==> src/rtl/pwm_steer_pkg.sv <==
package pwm_steer_pkg;
  localparam logic [1:0] BRIDGE_SINGLE = 2'b00;
  localparam logic [1:0] PWM_MODE_OK   = 2'b11;

  function automatic logic cfg_allows_steer(input logic [1:0] bridge,
                                            input logic [1:0] pwm_mode);
    return (bridge == BRIDGE_SINGLE) && (pwm_mode == PWM_MODE_OK);
  endfunction
endpackage

==> src/rtl/pwm_steer_regs.sv <==
module pwm_steer_regs #(
  parameter int NUM_PINS = 4
) (
  input  logic                clk,
  input  logic                rst,
  input  logic                wr_en,
  input  logic [NUM_PINS-1:0] wr_steer,
  input  logic                wr_sync,
  input  logic                period_start,
  output logic [NUM_PINS-1:0] shadow_steer,
  output logic [NUM_PINS-1:0] active_steer,
  output logic                sync_mode,
  output logic                pending
);
  logic commit;

  // A pending value moves at once, or only on a period boundary in sync mode
  assign commit = pending && (!sync_mode || period_start);

  always_ff @(posedge clk) begin
    if (rst) begin
      shadow_steer <= '0;
      sync_mode    <= 1'b0;
      pending      <= 1'b0;
    end else if (wr_en) begin
      shadow_steer <= wr_steer;
      sync_mode    <= wr_sync;
      pending      <= 1'b1;
    end else if (commit) begin
      pending      <= 1'b0;
    end
  end

  always_ff @(posedge clk) begin
    if (rst) begin
      active_steer <= '0;
    end else if (commit) begin
      active_steer <= shadow_steer;
    end
  end
endmodule

==> src/rtl/pwm_steer_pin_drv.sv <==
module pwm_steer_pin_drv #(
  parameter int NUM_PINS = 4
) (
  input  logic                clk,
  input  logic                rst,
  input  logic                steer_ok,
  input  logic [NUM_PINS-1:0] active_steer,
  input  logic                pwm_in,
  input  logic [NUM_PINS-1:0] port_data,
  input  logic [NUM_PINS-1:0] pin_dir,
  output logic [NUM_PINS-1:0] pin_out,
  output logic [NUM_PINS-1:0] pin_oe
);
  for (genvar i = 0; i < NUM_PINS; i++) begin : g_pin
    logic sel_pwm;
    assign sel_pwm = steer_ok && active_steer[i];

    always_ff @(posedge clk) begin
      if (rst) begin
        pin_out[i] <= 1'b0;
        pin_oe[i]  <= 1'b0;
      end else begin
        pin_out[i] <= sel_pwm ? pwm_in : port_data[i];
        pin_oe[i]  <= ~pin_dir[i];
      end
    end
  end
endmodule

==> src/rtl/pwm_steer.sv <==
module pwm_steer
  import pwm_steer_pkg::*;
#(
  parameter int NUM_PINS = 4
) (
  input  logic                clk,
  input  logic                rst,
  input  logic                wr_en,
  input  logic [NUM_PINS-1:0] wr_steer,
  input  logic                wr_sync,
  input  logic [1:0]          bridge_cfg,
  input  logic [1:0]          pwm_cfg,
  input  logic                pwm_in,
  input  logic                period_start,
  input  logic [NUM_PINS-1:0] port_data,
  input  logic [NUM_PINS-1:0] pin_dir,
  output logic [NUM_PINS-1:0] pin_out,
  output logic [NUM_PINS-1:0] pin_oe
);
  logic [NUM_PINS-1:0] shadow_steer;
  logic [NUM_PINS-1:0] active_steer;
  logic                sync_mode;
  logic                pending;
  logic                steer_ok;

  assign steer_ok = cfg_allows_steer(bridge_cfg, pwm_cfg);

  pwm_steer_regs #(.NUM_PINS(NUM_PINS)) u_regs (
    .clk          (clk),
    .rst          (rst),
    .wr_en        (wr_en),
    .wr_steer     (wr_steer),
    .wr_sync      (wr_sync),
    .period_start (period_start),
    .shadow_steer (shadow_steer),
    .active_steer (active_steer),
    .sync_mode    (sync_mode),
    .pending      (pending)
  );

  pwm_steer_pin_drv #(.NUM_PINS(NUM_PINS)) u_drv (
    .clk          (clk),
    .rst          (rst),
    .steer_ok     (steer_ok),
    .active_steer (active_steer),
    .pwm_in       (pwm_in),
    .port_data    (port_data),
    .pin_dir      (pin_dir),
    .pin_out      (pin_out),
    .pin_oe       (pin_oe)
  );
endmodule

==> config.mk <==
export PLATFORM = sky130hd
export DESIGN_NAME = pwm_steer
export DESIGN_NICKNAME = d
export VERILOG_FILES = /design/src/rtl/pwm_steer_pkg.sv /design/src/rtl/pwm_steer_regs.sv /design/src/rtl/pwm_steer_pin_drv.sv /design/src/rtl/pwm_steer.sv
export SDC_FILE = /design/constraint.sdc
export NUM_CORES = 1
export LEC_CHECK = 0
export BUFFER_PORTS_ARGS = -buffer_cell sky130_fd_sc_hd__buf_2
export CAP_MARGIN = 0
export CORE_MARGIN = 2
export CORE_UTILIZATION = 40
export CTS_CLUSTER_SIZE = 12
export DETAILED_ROUTE_END_ITERATION = 12
export PLACE_DENSITY = 0.8
export SETUP_SLACK_MARGIN = 0.05
export SLEW_MARGIN = 20
export SYNTH_ARGS = -nofsm -noshare
export SYNTH_HDL_FRONTEND = slang
export SYNTH_HIERARCHICAL = 1
export SYNTH_SLANG_ARGS = --single-unit
==> constraint.sdc <==
create_clock -name clk -period 0.8 [get_ports clk]
set_input_delay 0.08 -clock clk [delete_from_list [all_inputs] [get_ports clk]]
set_output_delay 0.08 -clock clk [all_outputs]
set_load 0.005 [all_outputs]
==> metrics list, run 1 <==
- The flow ran to the end, but the final reports show violations.
- Violations in the final reports: negative setup slack
* Core Rows: 15
- Worst path setup slack after routing: -0.04505 ns
- The first detailed-routing pass ran for 2 iterations.
- OpenSTA, run right after detailed placement, puts the worst setup slack at -0.08353 ns.
* Clock H-tree levels: 1
- Count of boundary I/O pins: 30
* Worst hold-check path type: in -> reg
- Yosys printed 6 warnings.
* Overall power after layout: ~1.7 mW
- Flip-flop and latch count after synthesis: 18
* Worst max-slew margin expressed relative to the limit: 0.8552
- Latest clock arrival within the worst-skew pair: roughly 0.28 ns
- The critical path in this run is classified as reg -> reg.
* Most common cell after layout, fill and taps aside: sky130_fd_sc_hd__buf_2
- Final number of setup-violating endpoints: 4
- Mean instance size in the synthesized netlist: approximately 11 sq um
- Number of nets in the final layout: 124
- Pwr dens: 1813 nW/um^2
- The cell count after synthesis came out at 65.
- Netlist Area Pre-Place: between 600 and 700 sq um
- Setup repair after global routing could not meet its margin everywhere.
- The share of the Yosys chip area taken by registers is 0.5171.
* Total track usage: 0.1350
* Sink Count: 18
- Total core area: around 1700 sq um
- Max FO, Critical Path: 4
* Number of routed nets with antenna violations: 0
- The congestion estimate from routability-driven global placement came to 0.6668.
- TritonCTS built the clock tree.
- Worst Clk Skew: between 0.002 and 0.0025 ns
- Synthesized netlist net count: 87
- Initial antenna violation count: 0
- Number of fillers in the final layout: 150
* Finished Cell Area: 944.7 sq um
- The clock passes through at most 2 buffers.
* CP Data Arrival Time: roughly 1.1 ns
- DRC violations left: 0
- Buffers placed on the I/O ports in this run total 29.
- The worst setup path is launched from a flip-flop.
- For the finished layout, the period the worst path requires is 0.8451 ns.
* Initial Util: 0.4126
* Vias in the first global route: 483
* Placed instance area: 845.8 sq um
- Yosys cell types: 15
- Top library cells by usage in the layout, fill and taps aside: 28 x sky130_fd_sc_hd__buf_2, 13 x sky130_fd_sc_hd__dfxtp_1, 10 x sky130_fd_sc_hd__nor2_1
* Post-layout instance count excluding filler cells: 118
- Compared with the post-synthesis result, the final layout area differs by 35.55%.
- The tool flagged a number of max-cap violations equal to 0.
* Total number of vias: 558
- Sum Neg Setup Slack: -0.1601 ns
- Pin count of the biggest net entering global routing: 17
- Including well taps, the total number of placed cells is 109.
- Y dimension of the die: 45.74 microns
- Hold timing on the final database bottoms out at a slack of 0.02609 ns.
- Antenna diode instance count: 0
- Worst Path Required: 1.02 ns
- After detailed routing, the average wire length per cell comes to between 10 and 15 microns.
- The floorplan step defined a die boundary enclosing 2092 sq um.
- In the finished design, the share of the clock period the worst path needs comes to 1.056.
- DR iter-0 viols: 3
- Static leakage: 0.4560 nW
- Area used by multi-input combinational logic: 302.8 sq um
* Worst-Margin Slew: 0.2172 ns
* Wire length of the first global-routing pass: between 2000 and 2500 microns
* Detail-routed via count per cell: between 4 and 5
- Timing would allow up to 1183 MHz.
* Horiz. Die Dim: 45.74 microns
- For this run, the share of the core covered by cells in the final layout is 0.5593.
- Flip-flop and latch area: approximately 370 sq um
- Pins over their slew limit: 0
- Post-CTS clock slew at the launch and capture registers of the worst setup and hold paths: 0.10 ns
- The worst setup path is captured at a flip-flop.
- Clock tree synthesis inserted a total of 3 buffers.
- Ratio of cells with drive above 1 in the final layout: 0.4554
- The hold violation count in the final report was 0.
- After detailed routing, the total wire length is 1290 microns.
* Root buffer cell: sky130_fd_sc_hd__clkbuf_4
- Across the VDD grid, the largest voltage drop is 0.0007598 V.
* Total congestion overflow: 0
## what timing repair did
item / in CTS / in global routing
hold endpoints to repair: 4 / 0
pin swaps: 1 / 3
resized for setup: 1 / 5
buffers inserted: 0 / 1
hold buffers: 4 / 0
setup endpoints to repair: 12 / 14
## worst max-delay path: stages (launching register included)
cell                       delay [ns]
sky130_fd_sc_hd__dfxtp_2         0.34
sky130_fd_sc_hd__a21boi_4        0.24
sky130_fd_sc_hd__mux2i_1         0.20
## logic make-up (layout without fill, tap and decap cells)
group	count (synthesis)	after routing	synth area share
AOI/OAI and AO/OA	10	10	0.1275
muxes	9	9	0.1293
and+or+nand+nor	23	23	0.1724
DFF	18	18	0.5171
buffers and inverters	5	41	0.05385
## registers in the layout (all words and copies together), names as in the netlist
register,count
u_drv/pin_out,4
u_regs/pending,1
u_drv/pin_oe,4
u_regs/shadow_steer,4
u_regs/active_steer,4
u_regs/sync_mode,1
## layer usage
metal,track usage,vias up,part of all wire
li1,-,291,-
met1,0.1501,245,0.46
met2,0.2197,20,0.44
met3,0.05556,2,0.079
met4,0.06857,0,0.015
met5,0,-,0
## cell usage after synthesis (all sizes together)
library cell	number	area, sq um
inv	1	3.750
nor2	10	37.54
a21boi	1	18.77
a21bo	4	40.04
clkbuf	1	3.750
nand3	4	20.02
dfxtp	18	360.4
buf	3	30.03
a31oi	1	6.260
and4bb	1	12.51
mux2i	9	90.09
nand2b	8	50.05
a21oi	4	23.77
## power breakdown
part | switching, mW | total [mW] | internal (mW) | leakage (nW)
registers | 0.0205 | 0.963 | 0.942 | 0.151
logic | 0.0799 | 0.206 | 0.126 | 0.284
clock network | 0.267 | 0.544 | 0.277 | 0.0210
total | 0.368 | 1.71 | 1.35 | 0.456
## final timing paths
| kind | startpoint | end | slack (ns) | cells after the start |
|---|---|---|---|---|
| min | wr_steer[0] | u_regs/shadow_steer[0]$_SDFFE_PP0P_ | 0.03 | 3 |
| max reg2reg | u_regs/pending$_SDFFE_PP0P_ | u_regs/active_steer[0]$_SDFFE_PP0P_ | -0.05 | 2 |
| min reg2reg | u_regs/shadow_steer[1]$_SDFFE_PP0P_ | u_regs/active_steer[1]$_SDFFE_PP0P_ | 0.48 | 2 |
| max | u_regs/pending$_SDFFE_PP0P_ | u_regs/active_steer[0]$_SDFFE_PP0P_ | -0.05 | 2 |
## area by class of cell
| class | instances | area share |
|---|---|---|
| inverter | 1 | 0.003974 |
| sequential | 18 | 0.3881 |
| multi-input combinational | 42 | 0.3205 |
| timing repair buffer | 36 | 0.2265 |
| clock buffer | 4 | 0.03841 |
| tap | 17 | 0.02252 |
(Power assumes the default switching activity.)
==> run 2: changes to the inputs <==
CORE_UTILIZATION = 44   (was 40)
PLACE_DENSITY = 0.83   (was 0.8)
clock period = 0.9 ns   (was 0.8 ns; I/O delays follow)
==> run 2 against run 1 <==
The flow now finishes without violations. Setup slack gained 0.076 ns. Worst hold slack gained 0.0065 ns. Final cell count shrank 1.7%. Highest routed layer unchanged. Via count shrank 0.72%. First-iteration DRC count shrank 33%.
==> metrics list, run 2 (synthesized netlist as in run 1, its figures left out) <==
* Pin count of the biggest net entering global routing: 18 (+1)
- The total number of clock tree sinks was 18 (unchanged).
- Iteration count of the initial detailed-routing pass: 3 (+1)
* Final Hold Fails: 0 (unchanged)
- The clock slew at the register clock pins of the worst setup and hold paths came to 0.10 ns (about the same).
- Unrepaired setup endpoints after global routing: true
- The via total after detailed routing was 554 (-0.72%).
- Worst flop-to-flop path startpoint: u_regs/pending$_SDFFE_PP0P_
* Final routed wire length divided by cell count: 10.72 microns (-1.9%)
* Latest clock arrival within the worst-skew pair: 0.29 ns (about the same)
- Worst-Margin Slew: 0.2500 ns (+0.03285 ns)
- Detailed Route WL: 1244 microns (-3.6%)
- The horizontal die dimension is 43.80 microns (-4.2%).
- Worst max-slew margin expressed relative to the limit: 0.8333 (-0.02190)
- The largest individual stage delay along the critical path comes from the cell sky130_fd_sc_hd__dfxtp_2.
- Crit share post-route: 0.9655 (-0.09085)
- The number of max-cap violations is 0 (unchanged).
- Worst reg-to-reg path cell count: 2 (unchanged)
* Total core area: 1489 sq um (-12%)
- Cells along the critical path: a21boi_4 > mux2i_1
- Global placement routability congestion: 0.6530 (-2.1%)
- The run finished with clean final reports.
- The startpoint identified for the worst hold timing path is wr_sync.
- Final number of setup-violating endpoints: 0 (-4)
- Die Area: 1918 sq um (-8.3%)
* Min cycle time layout: 0.8689 ns (+0.02386 ns)
- Max FO, Critical Path: 4 (unchanged)
- The depth of the worst hold-timing path was 3 (unchanged).
- The total grt overflow came to 0 (unchanged).
- Post-layout instance count excluding filler cells: 116 (-1.7%)
- Critical path launch point type: flip-flop
- TritonCTS built the clock tree.
- Number of buffers on the longest clock path: 2 (unchanged)
- Vias in the first global route: 483 (unchanged)
* CP Data Arrival Time: 1.09 ns (+0.03 ns)
- The number of standard-cell rows in the floorplan is 14 (-1).
- The TritonCTS buffer count was 3 (unchanged).
- The net count reported at finish was 123 (-0.81%).
- The maximum clock rate was 1151 MHz (-2.7%).
* Count of boundary I/O pins: 30 (unchanged)
- The ratio of cells with drive above 1 in the final layout was 0.4100 (-0.04545).
- Number of routed nets with antenna violations: 0 (unchanged)
- The reg-to-reg setup timing slack is 0.03 ns (+0.08 ns).
- The worst setup path is captured at a flip-flop.
- Buffers added on ports: 29 (unchanged)
- Pwr dens: 1644 nW/um^2 (-9.3%)
- Post-Place Cells: 107 (-1.8%)
- Kind of critical path: reg -> reg
- The peak ir drop on the vdd network came to 0.001165 V (+53%).
- In the layout the commonest cells are 29 x sky130_fd_sc_hd__buf_2, 16 x sky130_fd_sc_hd__dfxtp_1, 10 x sky130_fd_sc_hd__nor2_1.
- Endpoint of the most critical register-to-register path: u_regs/active_steer[3]$_SDFFE_PP0P_
- The delay of the slowest critical-path stage is 0.34 ns (about the same).
- Number of fillers in the final layout: 121 (-19%)
- The DRC violation count after routing came to 0 (unchanged).
- Y dimension of the die: 43.80 microns (-4.2%)
- The antenna diode count was 0 (unchanged).
- The data required time of the worst path is 1.13 ns (+0.11 ns).
- The violation count after the first detailed-route iteration came to 2 (-1).
- For hold timing, the worst endpoint is u_regs/sync_mode$_SDFFE_PP0P_.
- The register cell area after layout was 362.8 sq um (-1.0%).
- The final count of pins violating max slew came to 0 (unchanged).
- The global-route wire length before repair was 2083 microns (+3.8%).
* Root buffer cell: sky130_fd_sc_hd__clkbuf_4
* Worst Clk Skew: 0.005558 ns (+0.003388 ns)
* Clock H-tree levels: 1 (unchanged)
* Initial antenna violation count: 0 (unchanged)
* Area used by multi-input combinational logic: 299.0 sq um (-1.2%)
- Initial Util: 0.4681 (+0.05547)
- The overall routing resource usage is 0.1485 (+0.01354).
* Detail-routed via count per cell: 4.776 (+0.99%)
- Most common cell after layout, fill and taps aside: sky130_fd_sc_hd__buf_2
- Synth-to-Final Area Change: 32.32%
- Static leakage: 0.4482 nW (-1.7%)
- The sum of negative setup slack is 0 ns (+0.1601 ns).
* Worst hold-check path type: in -> reg
[run 2: cell count changes in the layout (fill, tap and decap cells not counted), sizes merged]
cell / previous run / this run
buf: 32 / 31
[run 2: worst max-delay path by stage]
| stage | start | end | slack, ns | cells past startpoint |
|---|---|---|---|---|
| floorplan | bridge_cfg[0] | u_drv/pin_out[2]$_SDFF_PP0_ | 0.10 | 4 |
| finish | u_regs/pending$_SDFFE_PP0P_ | u_regs/active_steer[3]$_SDFFE_PP0P_ | 0.03 | 2 |
| detailed placement | bridge_cfg[0] | u_drv/pin_out[2]$_SDFF_PP0_ | 0.005 | 4 |
| CTS | u_regs/pending$_SDFFE_PP0P_ | u_regs/active_steer[3]$_SDFFE_PP0P_ | 0.02 | 2 |
| global placement | bridge_cfg[0] | u_drv/pin_out[1]$_SDFF_PP0_ | 0.05 | 4 |
| global route | u_regs/pending$_SDFFE_PP0P_ | u_regs/active_steer[3]$_SDFFE_PP0P_ | -0.05 | 2 |
[run 2: worst max-delay path: cells and delay by family, from the launching register on]
family         cells  cell delay (ns)
flip-flops         1             0.34
multiplexers       1             0.21
AO/OA/AOI/OAI      1             0.25
[run 2: layout make-up]
cell class              count  area share
clock buffers               4     0.03935
well taps                  16     0.02171
multi-input cells          42      0.3243
inverters                   1    0.004071
repair buffers             35      0.2171
flip-flops and latches     18      0.3935
[run 2: metrics by stage]
stage | total power, mW | hold WS, ns | setup slack (ns) | instance area [sq um] | utilization
CTS | 1.537 | 0.02117 | 0.02340 | 922.1 | 0.6193
floorplan | 0.9640 | 0.1624 | 0.1017 | 696.9 | -
global route | 1.598 | 0.03087 | -0.04693 | 922.1 | 0.6193
global placement | 1.028 | 0.2482 | 0.04635 | 835.8 | 0.5613
finish | 1.516 | 0.03255 | 0.03109 | 922.1 | 0.6193
detailed placement | 1.036 | 0.2489 | 0.005396 | 835.8 | 0.5613
[run 2: power breakdown]
group          switching (mW)  internal (mW)  leakage (nW)
combinational          0.0720          0.108         0.278
clock                   0.236          0.246        0.0210
sequential             0.0168          0.837         0.149
[run 2: per-layer routing]
layer  GRT usage  share of wire  vias up
met3     0.06667          0.081        2
met4     0.03636         0.0064        0
met1      0.1636           0.44      239
li1            -              -      288
met5           0              0        -
met2      0.2588           0.47       25
[run 2: timing repair]
action                                  in CTS  in global routing
pin swaps                                    1                  0
hold buffers                                 4                  0
buffers inserted                             1                  0
cloned                                       0                  0
endpoints found under the setup margin       4                  4
resized for setup                            2                  0
hold endpoints to repair                     4                  0
